<file path="config.mk">
export PLATFORM = sky130hd
export DESIGN_NAME = rn_rename_unit
export DESIGN_NICKNAME = d
export VERILOG_FILES = /design/src/rtl/rn_pkg.sv /design/src/rtl/rn_map_table.sv /design/src/rtl/rn_free_list.sv /design/src/rtl/rn_rename_unit.sv
export SDC_FILE = /design/constraint.sdc
export NUM_CORES = 2
export LEC_CHECK = 0
export BUFFER_PORTS_ARGS = -buffer_cell sky130_fd_sc_hd__buf_2
export CORE_MARGIN = 2
export CORE_UTILIZATION = 45
export DETAILED_ROUTE_END_ITERATION = 10
export SYNTH_ARGS = -nofsm -noshare
export SYNTH_HDL_FRONTEND = slang
export SYNTH_HIERARCHICAL = 1
export SYNTH_SLANG_ARGS = --single-unit
</file>
<file path="constraint.sdc">
create_clock -name clk -period 13 [get_ports clk]
set_input_delay 1.3 -clock clk [delete_from_list [all_inputs] [get_ports clk]]
set_output_delay 1.3 -clock clk [all_outputs]
set_load 0.03 [all_outputs]
</file>
<file path="src/rtl/rn_pkg.sv">
package rn_pkg;
  localparam int RN_LOG_REGS  = 32;
  localparam int RN_PHYS_REGS = 64;
endpackage

</file>
<file path="src/rtl/rn_map_table.sv">
module rn_map_table #(
  parameter int NUM_LOG  = rn_pkg::RN_LOG_REGS,
  parameter int NUM_PHYS = rn_pkg::RN_PHYS_REGS,
  localparam int LW = $clog2(NUM_LOG),
  localparam int PW = $clog2(NUM_PHYS)
) (
  input  logic          clk,
  input  logic          rst_n,
  input  logic [LW-1:0] rd_a,
  input  logic [LW-1:0] rd_b,
  input  logic [LW-1:0] rd_d,
  output logic [PW-1:0] map_a,
  output logic [PW-1:0] map_b,
  output logic [PW-1:0] map_d,
  input  logic          spec_we,
  input  logic [LW-1:0] spec_l,
  input  logic [PW-1:0] spec_p,
  input  logic          ret_we,
  input  logic [LW-1:0] ret_l,
  input  logic [PW-1:0] ret_p,
  output logic [PW-1:0] ret_old,
  input  logic          flush
);
  logic [PW-1:0] spec_q [NUM_LOG];
  logic [PW-1:0] ret_q  [NUM_LOG];

  // reads see state before this cycle's writes
  assign map_a   = spec_q[rd_a];
  assign map_b   = spec_q[rd_b];
  assign map_d   = spec_q[rd_d];
  assign ret_old = ret_q[ret_l];

  always_ff @(posedge clk) begin
    if (!rst_n) begin
      for (int i = 0; i < NUM_LOG; i++) begin
        spec_q[i] <= PW'(i);
        ret_q[i]  <= PW'(i);
      end
    end else begin
      if (flush) begin
        for (int i = 0; i < NUM_LOG; i++)
          spec_q[i] <= (ret_we && ret_l == LW'(i)) ? ret_p : ret_q[i];
      end else if (spec_we) begin
        spec_q[spec_l] <= spec_p;
      end
      if (ret_we) ret_q[ret_l] <= ret_p;
    end
  end

  for (genvar g = 0; g < NUM_LOG; g++) begin : g_flush_chk
    AST_FLUSH_COPY: assert property (@(posedge clk) disable iff (!rst_n)
      flush |=> spec_q[g] == ret_q[g]);
  end

  AST_RET_WRITE: assert property (@(posedge clk) disable iff (!rst_n)
    ret_we |=> ret_q[$past(ret_l)] == $past(ret_p));
endmodule

</file>
<file path="src/rtl/rn_free_list.sv">
module rn_free_list #(
  parameter int NUM_LOG  = rn_pkg::RN_LOG_REGS,
  parameter int NUM_PHYS = rn_pkg::RN_PHYS_REGS,
  localparam int PW    = $clog2(NUM_PHYS),
  localparam int PTRW  = PW + 1,
  localparam int SPARE = NUM_PHYS - NUM_LOG
) (
  input  logic            clk,
  input  logic            rst_n,
  input  logic            pop,
  input  logic            push,
  input  logic [PW-1:0]   push_reg,
  input  logic            flush,
  output logic [PW-1:0]   head,
  output logic            empty,
  output logic [PTRW-1:0] count
);
  logic [PW-1:0]   ring_q [NUM_PHYS];
  logic [PTRW-1:0] rd_q, wr_q, rd_nx, wr_nx;

  assign count = wr_q - rd_q;
  assign empty = (count == '0);
  assign head  = ring_q[rd_q[PW-1:0]];

  always_comb begin
    wr_nx = wr_q + PTRW'(push);
    // rollback: everything not held by the retired map is free again
    rd_nx = flush ? (wr_nx - PTRW'(SPARE)) : (rd_q + PTRW'(pop));
  end

  always_ff @(posedge clk) begin
    if (!rst_n) begin
      rd_q <= '0;
      wr_q <= PTRW'(SPARE);
      for (int i = 0; i < NUM_PHYS; i++)
        ring_q[i] <= (i < SPARE) ? PW'(NUM_LOG + i) : '0;
    end else begin
      rd_q <= rd_nx;
      wr_q <= wr_nx;
      if (push) ring_q[wr_q[PW-1:0]] <= push_reg;
    end
  end

  AST_NO_POP_EMPTY: assert property (@(posedge clk) disable iff (!rst_n)
    pop |-> !empty);
  AST_COUNT_BOUND: assert property (@(posedge clk) disable iff (!rst_n)
    count <= PTRW'(SPARE));
  AST_FLUSH_REFILL: assert property (@(posedge clk) disable iff (!rst_n)
    flush |=> count == PTRW'(SPARE));
  AST_NO_POP_FLUSH: assert property (@(posedge clk) disable iff (!rst_n)
    flush |-> !pop);
endmodule

</file>
<file path="src/rtl/rn_rename_unit.sv">
module rn_rename_unit #(
  parameter int NUM_LOG  = rn_pkg::RN_LOG_REGS,
  parameter int NUM_PHYS = rn_pkg::RN_PHYS_REGS,
  localparam int LW   = $clog2(NUM_LOG),
  localparam int PW   = $clog2(NUM_PHYS),
  localparam int PTRW = PW + 1
) (
  input  logic          clk,
  input  logic          rst_n,
  input  logic          ren_valid,
  output logic          ren_ready,
  input  logic          ren_dst_en,
  input  logic [LW-1:0] ren_ldst,
  input  logic [LW-1:0] ren_lsrc_a,
  input  logic [LW-1:0] ren_lsrc_b,
  output logic [PW-1:0] ren_psrc_a,
  output logic [PW-1:0] ren_psrc_b,
  output logic [PW-1:0] ren_pdst,
  output logic [PW-1:0] ren_pold,
  input  logic          cmt_valid,
  input  logic          cmt_dst_en,
  input  logic [LW-1:0] cmt_ldst,
  input  logic [PW-1:0] cmt_pdst,
  input  logic          flush
);
  logic            pool_empty, alloc, retire;
  logic [PW-1:0]   pool_head, freed_reg;
  logic [PTRW-1:0] pool_cnt;

  assign ren_ready = !pool_empty && !flush;
  assign alloc     = ren_valid && ren_ready && ren_dst_en;
  assign retire    = cmt_valid && cmt_dst_en;
  assign ren_pdst  = pool_head;

  rn_map_table #(.NUM_LOG(NUM_LOG), .NUM_PHYS(NUM_PHYS)) u_map (
    .clk(clk), .rst_n(rst_n),
    .rd_a(ren_lsrc_a), .rd_b(ren_lsrc_b), .rd_d(ren_ldst),
    .map_a(ren_psrc_a), .map_b(ren_psrc_b), .map_d(ren_pold),
    .spec_we(alloc), .spec_l(ren_ldst), .spec_p(pool_head),
    .ret_we(retire), .ret_l(cmt_ldst), .ret_p(cmt_pdst), .ret_old(freed_reg),
    .flush(flush)
  );

  rn_free_list #(.NUM_LOG(NUM_LOG), .NUM_PHYS(NUM_PHYS)) u_pool (
    .clk(clk), .rst_n(rst_n),
    .pop(alloc), .push(retire), .push_reg(freed_reg), .flush(flush),
    .head(pool_head), .empty(pool_empty), .count(pool_cnt)
  );

  AST_PDST_FRESH: assert property (@(posedge clk) disable iff (!rst_n)
    alloc |-> ren_pdst != ren_pold);
  AST_NO_DST_HOLD: assert property (@(posedge clk) disable iff (!rst_n)
    (ren_valid && ren_ready && !ren_dst_en && !cmt_valid && !flush) |=> $stable(pool_cnt));
  AST_SWAP_BALANCE: assert property (@(posedge clk) disable iff (!rst_n)
    (alloc && retire && !flush) |=> $stable(pool_cnt));
  AST_STALL_HOLD: assert property (@(posedge clk) disable iff (!rst_n)
    (pool_empty && !retire && !flush) |=> pool_empty);
  AST_NULL_COMMIT: assert property (@(posedge clk) disable iff (!rst_n)
    (cmt_valid && !cmt_dst_en && !(ren_valid && ren_ready) && !flush) |=> $stable(pool_cnt));
endmodule

</file>
# Yosys cells after proc, flatten, opt, wreduce, memory -nomap -nowiden
# Memories as Yosys holds them, arrays and structs flattened. A register that Yosys moved wholly into a read port is not among the register bits.
# Index checks and enable logic that the tools add are counted.
[totals] ram_bits=768 memories=3 out_inout_bits=25 word_cells=201 inputBits=33 regBits=14
[memory_table] name="u_pool.ring_q" depth=64 width=6 rd=1 rd_clocked_by_memory_dff=1 write_ports=64 line_no="rn_free_list.sv:18" text="logic [PW-1:0] ring_q [NUM_PHYS];"
[memory_table] name="u_map.ret_q" depth=32 width=6 rd=33 rd_clocked_by_memory_dff=0 write_ports=32 line_no="rn_map_table.sv:25" text="logic [PW-1:0] ret_q [NUM_LOG];"
[memory_table] name="u_map.spec_q" depth=32 width=6 rd=3 rd_clocked_by_memory_dff=0 write_ports=32 line_no="rn_map_table.sv:24" text="logic [PW-1:0] spec_q [NUM_LOG];"
[classes] muxes=86 n_addsub=4 n_eq_ne=31 n_reduce_logical=43 n_bitwise=32
[op_table] cell="$mux W6" n=69
[op_table] cell="$eq A5 B5 Y1 const B" n=16
[op_table] cell="$eq A5 B4 Y1 const B" n=8
[op_table] cell="$logic_and A1 B1 Y1" n=36
[op_table] cell="$or A1 B1 Y1" n=32
[op_table] cell="$eq A5 B3 Y1 const B" n=4
[op_table] cell="$reduce_or A6 Y1" n=3
[op_table] cell="$add A7 B1 Y7" n=2
[op_table] cell="$mux W1" n=14
[op_table] cell="$eq A5 B2 Y1 const B" n=2
[op_table] cell="$mux W5" n=2
[op_table] cell="$logic_not A7 Y1" n=1
[op_table] cell="$mux W7" n=1
[op_table] cell="$sub A7 B6 Y7 const B" n=1
[op_table] cell="$sub A7 B7 Y7" n=1
[op_table] cell="$eq A5 B1 Y1 const B" n=1
[op_table] cell="$logic_not A5 Y1" n=1
[op_table] cell="$logic_not A1 Y1" n=2

# Longest topological paths before layout
[depth] word_depth=12 ltp_mapped=17 ltp_nobuf=16

# Hierarchy
# The synthesis kept the hierarchy.
[modules_own_cells] module="rn_map_table" instances=1 area_each_um2=23671.5 cells_each=1848 seq_area_each_um2=11531.1
[modules_own_cells] module="rn_free_list" instances=1 area_each_um2=18464.0 cells_each=1399 seq_area_each_um2=11811.3
[modules_own_cells] module="rn_rename_unit" instances=1 area_each_um2=22.5 cells_each=3 seq_area_each_um2=0.0

# Worst setup path after synthesis
# OpenSTA, ideal clock, no wires.
[synth_path] path_type="input -> output" startpoint="in ren_lsrc_a[2]" endpoint="out ren_psrc_a[0]" t_arrival_ps=3116 path_buffers=2 path_slack_ps=8584 t_required_ps=11700 cell_stages=5 cell_sequence="clkbuf_1 clkbuf_1 mux4_2 mux4_2 mux2_2"
[synth_via] elab_chain_len=1
[synth_lines] element="start, declared" line_no="rn_rename_unit.sv:14" text="input logic [LW-1:0] ren_lsrc_a,"
[synth_lines] element="$mem_v2 Z32 W6"
[synth_lines] element="end, declared" line_no="rn_rename_unit.sv:16" text="output logic [PW-1:0] ren_psrc_a,"
# No other way between the ends.

# Worst setup path after layout
[layout_path] startpoint="reg u_pool.rd_q[2]" endpoint="out ren_ready"
[layout_via] elab_chain_len=4
[layout_lines] element="start, declared" line_no="rn_free_list.sv:19" text="logic [PTRW-1:0] rd_q, wr_q, rd_nx, wr_nx;"
[layout_lines] element="start signal, assigned" line_no="rn_free_list.sv:38" text="rd_q <= rd_nx;"
[layout_lines] element="$sub A7 B7 Y7" line_no="rn_free_list.sv:21" text="assign count = wr_q - rd_q;"
[layout_lines] element="net pool_cnt[6]" line_no="rn_rename_unit.sv:28" text="logic [PTRW-1:0] pool_cnt;"
[layout_lines] element="$logic_not A7 Y1" line_no="rn_free_list.sv:22" text="assign empty = (count == '0);"
[layout_lines] element="net pool_empty" line_no="rn_rename_unit.sv:26" text="logic pool_empty, alloc, retire;"
[layout_lines] element="$logic_not A1 Y1" line_no="rn_rename_unit.sv:30" text="assign ren_ready = !pool_empty && !flush;"
[layout_lines] element="$logic_and A1 B1 Y1" line_no="rn_rename_unit.sv:30"
[layout_lines] element="end, declared" line_no="rn_rename_unit.sv:11" text="output logic ren_ready,"
# The timed path passes the listed nets, and every way through them passes these cells.

==> results.yml <==
final_layout:
  areaGrowthSynthToFinish_pct: 8.703
  final_net_count: 3166
  diodes: 0
  stdcell_count: 4440
  layout-drive-gt1-share_pct: 18.74
  final_area_mm2: 0.04582
  fillCellCount: 8042
cts:
  clk_pin_slew_worst_paths_ns: 0.06
  ctsResizeCount: 0
  htreeDepth: 3
  cts_tree: "done"
  numCtsBuffers: 85
  cts.sinks: 782
  clk_latency_ns: 0.69
  post_cts_buffers: 0
  clk_path_buf_depth: 3
  hold_buffers: 0
  root_buffer: "clkbuf_16"
detailed_routing:
  wire_per_inst_um: 32.58
  wl_mm: 144.7
  avgViaCountPerCell: 6.758
  drtAntennaViolNets: 0
  num_vias: 30006
  drt_iter0_drc: 4664
  firstDrtPassIters: 6
  drc: 0
logic_synthesis:
  synth_area_per_cell_um2: 12.97
  syn_nets: 3293
  netlist_instances: 3249
  netlist_area_mm2: 0.04215
  yosys_warnings: 6
sta:
  slew_headroom_pct: 13.96
  period_needed_ns: 5.917
  tightest_slew_ns: 1.291
  fin_tns_setup_ns: 0
  final.period_utilization_pct: 45.51
  hold_violations: 0
  drv_slew: 0
  setup_viol: 0
  rsz0062_at_grt: "false"
  max_freq_ghz: 0.1690
  skew_ns: 0.05755
critical_path:
  crit_required_ns: 11.70
  crit_path_start_kind: "flop"
  rrSetupSlack_ns: 7.38
  crit_fanout: 40
  end_kind: "output pin"
  critPathArrivalTime_ns: 4.62
  reg2reg_depth: 12
  timing.rr.start: "u_pool/rd_q[2]"
  r2r_end: "u_map/spec_q[20][5]"
  setup.worst_path.class: "reg2out"
global_routing:
  grt-ovfl-total: 0
  gr-usage-met2_pct: 43.28
  met1_usage_pct: 44.53
  antenna_found_initial: 4
  track_usage_pct: 30.08
  global_route.usage.met3_pct: 8.180
  busiest_layer: "met1"
  grt_max_degree: 121
  grt_pass1_vias: 28290
  grt_pass1_wl_mm: 206.8
power_and_ir_drop:
  power_leakage_nw: 14.76
  power.density_mw_per_mm2: 134.1
  ir_drop_v: 0.0001088
place:
  place_area_mm2: 0.04312
  dp_cells: 4289
  portBuffers: 57
  hpwl_mm: 101.2
  gp_congestion: 1.004
job:
  drv_cap: 0
floorplan:
  initial_core_util_pct: 45.30
  die_w_um: 310.1
  die-area_mm2: 0.09614
  coreArea_mm2: 0.09305
  die_h_um: 310.1
  num_rows: 112
  pin_count: 58
hold_path:
  hold_path_depth: 2
  hold_path_startpoint: "u_pool/wr_q[6]"
  hold_path_end: "u_pool/wr_q[6]"
  hp-class: "reg2reg"
run_status:
  outcome: "complete, no violations"
==> state kept, by name, summed over array words and instances (netlist names) <==
name           cells
u_map/ret_q      192
u_pool/wr_q        7
u_pool/ring_q    384
u_pool/rd_q        7
u_map/spec_q     192
==> layer usage <==
layer  vias up  wire length [um]
met3       250             18730
met1     15220             58500
met4         6              4693
met2      2157             62690
met5         -                34
li1      12373                 -
==> worst max-delay path, cell delays in order, from the launching register on <==
cell and delay [ns]:
dfxtp_2 1.00, clkinv_1 0.53, ha_1 0.47, a21o_1 0.19, a21o_1 0.21, a21oi_1 0.15, o211ai_1 0.11, nor4_1 0.78
nor2_1 0.24, buf_2 0.25
==> worst max path at each step <==
stage,from,to,slack [ns],cells past startpoint
final,u_pool/rd_q[2],ren_ready,7.08,9
after CTS,u_pool/rd_q[2],ren_ready,7.10,9
after global routing,u_pool/rd_q[2],ren_ready,6.61,9
after floorplan,ren_lsrc_a[2],ren_psrc_a[0],8.58,5
after global placement,u_pool/rd_q[2],u_map/spec_q[24][1],7.63,13
after detailed placement,u_pool/rd_q[2],u_map/spec_q[20][1],7.49,12
==> report_power, final <==
part / internal [mW] / switching, mW / leakage [nW]
combinational: 0.272 / 0.539 / 5.86
sequential: 2.89 / 0.0937 / 7.60
clock: 1.32 / 1.03 / 1.30
==> final cells by class <==
| type | count | area (um2) | share of cell area (%) |
|---|---|---|---|
| Timing Repair Buffer | 117 | 768.2 | 1.677 |
| Inverter | 25 | 93.84 | 0.2048 |
| Clock buffer | 102 | 2191 | 4.781 |
| Sequential cell | 782 | 23350 | 50.96 |
| Tap cell | 1254 | 1569 | 3.424 |
| Multi-Input combinational cell | 2111 | 17340 | 37.84 |
| Clock inverter | 49 | 510.5 | 1.114 |
==> cells in the final DEF, fill, tap and decap left out, types with 18 or more instances in the layout <==
cell type,instances
mux4_2,280
nand2_1,371
clkbuf_16,85
clkinv_1,20
o21ai_0,89
nand3_1,62
o22ai_1,126
nand2b_1,18
edfxtp_1,768
a32oi_1,29
buf_2,54
and2_1,68
buf_4,61
a21oi_1,40
mux2i_1,219
nor2_1,238
or3_1,42
mux2_2,26
nor3_1,255
==> per-stage QoR <==
step	hold slack [ns]	utilization, %	power (mW)	setup WS (ns)
4_1_cts	0.5889	49.25	6.151	7.104
5_1_grt	0.6504	49.25	6.308	6.612
2_1_floorplan	0.5390	-	3.496	8.584
3_3_place_gp	0.5638	46.34	3.805	7.628
6_report	0.5849	49.25	6.145	7.083
3_5_place_dp	0.5745	46.34	3.820	7.487
(Power assumes the default switching activity.)
